`src/rtl/vmag_pkg.sv`:
```
package vmag_pkg;

  // Largest sum of squares for a signed component of in_w bits: 2 * (2^(in_w-1))^2
  function automatic longint unsigned sum_bound(input int in_w);
    longint unsigned half;
    half = longint'(1) << (in_w - 1);
    return 2 * half * half;
  endfunction

  // Upper bound on the floor root of sum_bound: 2^(in_w-1) * sqrt(2), rounded down
  function automatic longint unsigned mag_bound(input int in_w);
    longint unsigned half;
    half = longint'(1) << (in_w - 1);
    return (half * 17) / 12;
  endfunction

endpackage

```
`src/rtl/vmag_rst_sync.sv`:
```
module vmag_rst_sync (
  input  logic clk,
  input  logic arst_n,
  output logic rst_s_n
);

  logic meta_q;
  logic sync_q;

  always_ff @(posedge clk or negedge arst_n) begin
    if (!arst_n) begin
      meta_q <= 1'b0;
      sync_q <= 1'b0;
    end else begin
      meta_q <= 1'b1;
      sync_q <= meta_q;
    end
  end

  assign rst_s_n = sync_q;

endmodule

```
`src/rtl/vmag_sumsq.sv`:
```
module vmag_sumsq #(
  parameter int IN_W  = 9,
  parameter int RAD_W = 18
) (
  input  logic                   clk,
  input  logic                   rst_s_n,
  input  logic                   ce,
  input  logic signed [IN_W-1:0] x_i,
  input  logic signed [IN_W-1:0] y_i,
  output logic [RAD_W-1:0]       sum_o
);

  localparam int SW = 2 * IN_W;
  localparam longint unsigned SUM_LIM = vmag_pkg::sum_bound(IN_W);

  logic signed [SW-1:0] xs, ys;
  logic [SW-1:0]        px, py;
  logic [RAD_W-1:0]     sum_d;
  logic [RAD_W-1:0]     sum_q;

  // next-state: exact squares, then their sum
  always_comb begin
    xs    = SW'(x_i);
    ys    = SW'(y_i);
    px    = xs * xs;
    py    = ys * ys;
    sum_d = RAD_W'(px + py);
  end

  always_ff @(posedge clk or negedge rst_s_n) begin
    if (!rst_s_n) begin
      sum_q <= '0;
    end else if (ce) begin
      sum_q <= sum_d;
    end
  end

  assign sum_o = sum_q;

  // the registered sum never exceeds the largest reachable sum of squares
  p_sum_range_r2: assert property (@(posedge clk) disable iff (!rst_s_n)
    64'(sum_q) <= SUM_LIM);

endmodule

```
`src/rtl/vmag_root_step.sv`:
```
module vmag_root_step #(
  parameter int OUT_W = 10
) (
  input  logic [OUT_W+1:0] rem_i,
  input  logic [OUT_W-1:0] root_i,
  input  logic [1:0]       pair_i,
  output logic [OUT_W+1:0] rem_o,
  output logic [OUT_W-1:0] root_o
);

  localparam int REM_W = OUT_W + 2;
  localparam int CW    = REM_W + 2;

  logic [CW-1:0] cand;
  logic [CW-1:0] trial;
  logic [CW-1:0] diff;
  logic          fits;

  // bring down the next bit pair and try to subtract 4*root + 1
  always_comb begin
    cand   = {rem_i, pair_i};
    trial  = CW'({root_i, 2'b01});
    fits   = (cand >= trial);
    diff   = cand - trial;
    rem_o  = fits ? diff[REM_W-1:0] : cand[REM_W-1:0];
    root_o = {root_i[OUT_W-2:0], fits};
  end

endmodule

```
`src/rtl/vmag_root.sv`:
```
module vmag_root #(
  parameter int OUT_W  = 10,
  parameter int RAD_W  = 18,
  parameter bit STAGED = 1'b1
) (
  input  logic             clk,
  input  logic             rst_s_n,
  input  logic             ce,
  input  logic [RAD_W-1:0] rad_i,
  output logic [OUT_W-1:0] root_o
);

  localparam int REM_W = OUT_W + 2;
  localparam int PAD_W = 2 * OUT_W;
  localparam int PW    = 2 * OUT_W + 2;

  // index k holds what enters step k; index OUT_W is the finished result
  logic [REM_W-1:0] rem_s  [OUT_W+1];
  logic [OUT_W-1:0] root_s [OUT_W+1];
  logic [PAD_W-1:0] rad_s  [OUT_W];

  assign rem_s[0]  = '0;
  assign root_s[0] = '0;
  assign rad_s[0]  = PAD_W'(rad_i);

  for (genvar k = 0; k < OUT_W; k++) begin : g_step
    localparam int PB = 2 * (OUT_W - 1 - k);

    logic [REM_W-1:0] rem_d;
    logic [OUT_W-1:0] root_d;

    vmag_root_step #(.OUT_W(OUT_W)) u_step (
      .rem_i  (rem_s[k]),
      .root_i (root_s[k]),
      .pair_i (rad_s[k][PB+1:PB]),
      .rem_o  (rem_d),
      .root_o (root_d)
    );

    if (STAGED || (k == OUT_W - 1)) begin : g_reg
      always_ff @(posedge clk or negedge rst_s_n) begin
        if (!rst_s_n) begin
          rem_s[k+1]  <= '0;
          root_s[k+1] <= '0;
        end else if (ce) begin
          rem_s[k+1]  <= rem_d;
          root_s[k+1] <= root_d;
        end
      end

      if (k < OUT_W - 1) begin : g_rad
        always_ff @(posedge clk or negedge rst_s_n) begin
          if (!rst_s_n) begin
            rad_s[k+1] <= '0;
          end else if (ce) begin
            rad_s[k+1] <= rad_s[k];
          end
        end
      end

      // a restoring root keeps the remainder at most twice the partial root
      p_rem_bound_r3: assert property (@(posedge clk) disable iff (!rst_s_n)
        REM_W'(rem_s[k+1]) <= (REM_W'(root_s[k+1]) << 1));
    end else begin : g_wire
      assign rem_s[k+1]  = rem_d;
      assign root_s[k+1] = root_d;
      assign rad_s[k+1]  = rad_s[k];
    end
  end

  if (!STAGED) begin : g_flat_chk
    // the unregistered result of the flat form is the exact floor root of its input
    p_floor_exact_r3: assert property (@(posedge clk) disable iff (!rst_s_n)
      (PW'(g_step[OUT_W-1].root_d) * PW'(g_step[OUT_W-1].root_d) <= PW'(rad_i)) &&
      ((PW'(g_step[OUT_W-1].root_d) + 1) * (PW'(g_step[OUT_W-1].root_d) + 1) > PW'(rad_i)));
  end

  assign root_o = root_s[OUT_W];

endmodule

```
`src/rtl/vec_mag.sv`:
```
module vec_mag #(
  parameter int IN_W   = 9,
  parameter int RAD_W  = 2 * IN_W,
  parameter int OUT_W  = 10,
  parameter bit STAGED = 1'b1
) (
  input  logic                   clk,
  input  logic                   arst_n,
  input  logic                   ce,
  input  logic signed [IN_W-1:0] vec_x,
  input  logic signed [IN_W-1:0] vec_y,
  output logic [OUT_W-1:0]       mag
);

  localparam longint unsigned MAG_LIM = vmag_pkg::mag_bound(IN_W);

  logic             rst_s_n;
  logic [RAD_W-1:0] sum;

  vmag_rst_sync u_rst (
    .clk     (clk),
    .arst_n  (arst_n),
    .rst_s_n (rst_s_n)
  );

  vmag_sumsq #(.IN_W(IN_W), .RAD_W(RAD_W)) u_sq (
    .clk     (clk),
    .rst_s_n (rst_s_n),
    .ce      (ce),
    .x_i     (vec_x),
    .y_i     (vec_y),
    .sum_o   (sum)
  );

  vmag_root #(.OUT_W(OUT_W), .RAD_W(RAD_W), .STAGED(STAGED)) u_root (
    .clk     (clk),
    .rst_s_n (rst_s_n),
    .ce      (ce),
    .rad_i   (sum),
    .root_o  (mag)
  );

  // a disabled cycle leaves the output unchanged
  p_hold_r5: assert property (@(posedge clk) disable iff (!rst_s_n)
    !ce |=> $stable(mag));

  // the result never exceeds the root of the largest sum of squares
  p_mag_max_r1: assert property (@(posedge clk) disable iff (!rst_s_n)
    64'(mag) <= MAG_LIM);

endmodule

```
`config.mk`:
```
export PLATFORM = sky130hd
export DESIGN_NAME = vec_mag
export DESIGN_NICKNAME = d
export VERILOG_FILES = /design/src/rtl/vmag_pkg.sv /design/src/rtl/vmag_rst_sync.sv /design/src/rtl/vmag_sumsq.sv /design/src/rtl/vmag_root_step.sv /design/src/rtl/vmag_root.sv /design/src/rtl/vec_mag.sv
export SDC_FILE = /design/constraint.sdc
export NUM_CORES = 1
export LEC_CHECK = 0
export BUFFER_PORTS_ARGS = -buffer_cell sky130_fd_sc_hd__clkbuf_2
export CAP_MARGIN = 15
export CORE_AREA = 2 2 243 245
export CTS_CLUSTER_DIAMETER = 100
export DETAILED_ROUTE_END_ITERATION = 10
export DIE_AREA = 0 0 245 247
export GPL_TIMING_DRIVEN = 0
export PLACE_DENSITY = 0.53
export SYNTH_ARGS = -nofsm -noshare
export SYNTH_HDL_FRONTEND = slang
export SYNTH_SLANG_ARGS = --single-unit
```
`constraint.sdc`:
```
create_clock -name clk -period 17.2 [get_ports clk]
set_input_delay 3.44 -clock clk [delete_from_list [all_inputs] [get_ports clk]]
set_output_delay 3.44 -clock clk [all_outputs]
set_load 0.05 [all_outputs]
```
# After elaboration in Yosys (flattened, before gate mapping)
# Cells that the tools add are included.
# op_classes
add_sub_neg	9
multipliers	2
order_cmp	9
n_mux	8
# ops
operator	n
$mux 12	8
$mul 9x9->18	2
$add 18x18->18	1
$ge 14x10->1	1
$ge 14x3->1	1
$ge 14x4->1	1
$ge 14x5->1	1
$ge 14x6->1	1
$ge 14x7->1	1
$ge 14x8->1	1
$ge 14x9->1	1
$sub 12x3->12	1
$sub 12x4->12	1
$sub 12x5->12	1
$sub 12x6->12	1
$sub 12x7->12	1
$sub 12x8->12	1
$sub 12x9->12	1
$sub 2x1->3 const B	1
$ge 2x1->1 const B	1
# totals
ff_bits	251
inputBits	21
output_inout_bits	10

# Logic depth before layout (Yosys ltp)
# depth
word_depth	2
ltp_mapped	24

# By module
# From an unflattened synthesis, not the netlist that was laid out.
# unflattened
hier_cells	2478
hier_area_um2	26342.8
# by_module_without_submodules
mod	instances	cells_per_inst	area_per_inst_um2	seq_area_each_um2
vmag_root	1	640	11974.0	7457.2
vmag_root_step at u_root.g_step[0].u_step ...	9	119	794.5	0.0
vmag_sumsq	1	646	6318.6	450.4
vmag_root_step at u_root.g_step[5].u_step	1	118	845.8	0.0
vmag_rst_sync	1	3	53.8	50.0

# Least setup slack after synthesis
# Ideal clock, no wire load.
# synth_path
path_type	input to register
start	input vec_y[8]
end	register, netlist name u_sq.sum_o[17]
setup_ps	125
arrival_ps	9078
required_time_ps	17075
slack_ps	7997
stages	19
path_buffers	1
cell_sequence	clkbuf_1 and2_1 fa_1 inv_1 fa_1 inv_1 fa_1 fa_1 fa_1 fa_1 ha_1 ha_1 o21a_1 o21a_1 o22ai_2 nor3_1 a2111oi_2 xnor2_1 mux2_2
# synth_between
elab_chain_len	2
# synth_lines
item	line	source
start, declared	vec_mag.sv:11	input logic signed [IN_W-1:0] vec_y,
$mul 9x9->18	vmag_sumsq.sv:26	py = ys * ys;
$add 18x18->18	vmag_sumsq.sv:27	sum_d = RAD_W'(px + py);
# No other way between the ends.
# A chain may end at the register's enable or synchronous reset.

# Worst setup path in the final report
# layout_path
start	input vec_y[8]
end	register, netlist name u_sq.sum_o[17]
# layout_between
elab_chain_len	2
# layout_lines
item	line
$mul 9x9->18	vmag_sumsq.sv:26
$add 18x18->18	vmag_sumsq.sv:27
# No other way between the ends.

==> impl_metrics.tcl <==
set metrics [dict create \
    status "complete, no violations" \
    hold_path_class "reg -> reg" \
    synthTopCellsByCount "inv_1, dfrtp_1, fa_1" \
    worstMarginPinSlew_ns 1.06 \
    synthMuxAreaShare_pct 8.68 \
    post-route-period-util_pct 55.8 \
    clkTransAtPathRegs_ns 0.06 \
    dpl.hpwl_mm 32.0 \
    worst-setup-path-type "in -> reg" \
    critPathSlowestCell "fa_1" \
    hold_violations 0 \
    yosys.cell_types.count 63 \
    drt_iter0_markers 582 \
    cp-start-kind "primary input" \
    yosys.area_share.simple_pct 10.8 \
    antenna_found_initial 0 \
    path_cells "clkbuf_2 > clkbuf_1 > and2_1 > fa_1 > inv_1 > fa_1 > inv_1 > fa_1 > fa_1 > fa_1 > fa_1 > ha_1 > ha_1 > o21a_1 > o21a_1 > o22ai_2 > nor3_1 > a2111oi_2 > xnor2_1 > mux2_2" \
    fmax_mhz 104 \
    areaGrowthSynthToFinish_pct 11.7 \
    yosysMostFrequentCell "inv_1" \
    skew_ns 0.0180 \
    post_cts_resize_count 0 \
    dr_wl_met3_um 914 \
    async_flop_share_pct 100 \
    die_y_um 247 \
    synthAdderAreaFrac_pct 25.6 \
    core-area_sq_um 58200 \
    postCtsSetupBuffers 0 \
    critical_path_arrival_ns 10.02 \
    dr.pass1.iters 5 \
    holdBufCountCts 0 \
    crit_buf_inv 4 \
    reg2reg_depth 10 \
    dr_wl_met2_mm 20.3 \
    reg2reg_slack_ns 14.44 \
    drive_above_1_share_pct 11.7 \
    drc_errors 0 \
    gp_congestion 0.855 \
    nets 2012 \
    top_layer "met4" \
    synth_nets 1956 \
    r2r-start "u_root.root_s[20]" \
    cp_top_family "adder cells" \
    grt_pass1_wl_mm 67.5 \
    synth_area_leaders "dfrtp_1, fa_1, ha_1" \
    vias_per_cell 4.61 \
    fin_tns_setup_ns 0 \
    port-buffer-count 25 \
    met1_length_mm 18.1 \
    setup_viol 0 \
    slew_violations 0 \
    slew_headroom_pct 29.2 \
    num_vias 11600 \
    worstHoldStart "u_rst.meta_q" \
    cts.sinks 240 \
    crit_path_max_fanout 10 \
    synth_xor_area_share_pct 4.29 \
    whs_path_depth 0 \
    min_period_ns 9.59 \
    synth_top_area_cell "dfrtp_1" \
    synth_top_family_by_area "adder cells" \
    fp.dieW_um 245 \
    cts-root-buf "clkbuf_16" \
    synth_compound_area_share_pct 8.81 \
    post-place-cells 2468 \
    insertion_delay_ns 0.55 \
    ys_seq_area_share_pct 35.0 \
    end_kind "flop" \
    synth_seq_cells 240 \
    postRouteAntennaNets 0 \
    cts_tree "done" \
    ios 31 \
    clk_path_buf_depth 3 \
    slowest_delay_ns 0.70 \
    diodes 0 \
    worstPathRequired_ns 17.63 \
    synth_edf_count 0 \
    syn_area_sq_um 17100 \
    initial_core_util_pct 29.4 \
    wl_mm 40.5 \
    dieArea_sq_um 60500 \
    avgSynthCellArea_sq_um 10.3 \
    whs_endpoint "u_rst.rst_s_n" \
    rsz0062_at_grt "false" \
    grtUsageTotal_pct 14.0 \
    synth_top_area_share_pct 35.0 \
    synth_flop_cell "dfrtp_1" \
    h-tree-depth 1 \
    numCtsBuffers 26 \
    grt_pass1_vias 12600 \
    wire_per_inst_um 16.1 \
    final_cells 2513 \
    crit_top_cell "fa_1" \
    grt_overflow 0 \
    synthCells 1667 \
    yosysWarnings 0 \
    rows 89 \
    r2r_end "u_root.rem_s[15]" \
    grt_max_degree 73 \
    final_util_pct 32.9 \
    drv_cap 0 \
]
==> routing by layer <==
| metal | global-route usage, % | up-vias |
|---|---|---|
| li1 | - | 5576 |
| met1 | 17.7 | 5788 |
| met2 | 25.0 | 154 |
| met3 | 1.51 | 68 |
| met4 | 4.00 | 0 |
| met5 | 0 | - |
==> sequential cells by signal (all words and copies together) (netlist names) <==
name           flops
u_root.rem_s      85
u_sq.sum_o        18
u_root.rad_s      90
u_root.root_o      9
u_root.root_s     36
u_rst.rst_s_n      1
u_rst.meta_q       1
==> final cells by class <==
cell class	instances	area, sq um
fill	5962	39100
multi-input combinational	1124	9980
sequential	240	6010
tap	773	967
inverter	242	908
clock buffer	40	773
buffer	61	248
timing repair buffer	28	200
clock inverter	5	63.8
==> through the flow <==
step / instance area [sq um] / hold slack [ns] / worst slack (ns)
after global routing: 19200 / 0.366 / 7.33
after CTS: 19200 / 0.355 / 7.60
after floorplan: 17100 / 0.331 / 8.00
after global placement: 18200 / 0.337 / 7.04
after detailed placement: 18300 / 0.342 / 7.01
final: 19200 / 0.352 / 7.61
==> layout by cell type, fill, tap and decap left out, drive strengths merged, types with 37 or more instances in the layout <==
master,n
inv,242
dfrtp,240
fa,139
ha,129
nand2,120
clkbuf,118
mux2,115
nor2,112
o21ai,85
a21oi,78
xnor2,67
and2,37
==> kinds of logic (layout without fill, tap and decap cells) <==
kind of cell | after synthesis | after routing
XOR/XNOR | 84 | 84
other | 2 | 2
AND/OR/NAND/NOR | 385 | 385
adder cells (fa/ha/maj) | 268 | 268
buffers and inverters | 303 | 376
AO/OA/AOI/OAI | 251 | 251
flip-flops | 240 | 240
multiplexers | 134 | 134
==> worst max-delay path by stage <==
stage / startpoint / end / slack, ns / cells after the start
2_1_floorplan: vec_y[8] / u_sq.sum_o[17] / 8.00 / 19
3_3_place_gp: vec_y[8] / u_sq.sum_o[17] / 7.04 / 20
3_5_place_dp: vec_y[8] / u_sq.sum_o[17] / 7.01 / 20
4_1_cts: vec_y[8] / u_sq.sum_o[17] / 7.60 / 20
5_1_grt: vec_y[8] / u_sq.sum_o[17] / 7.33 / 20
6_report: vec_y[8] / u_sq.sum_o[17] / 7.61 / 20
Power is left out: the tool's default activity adds up to more than one toggle a clock period on the data nets, which glitch-free logic cannot reach.
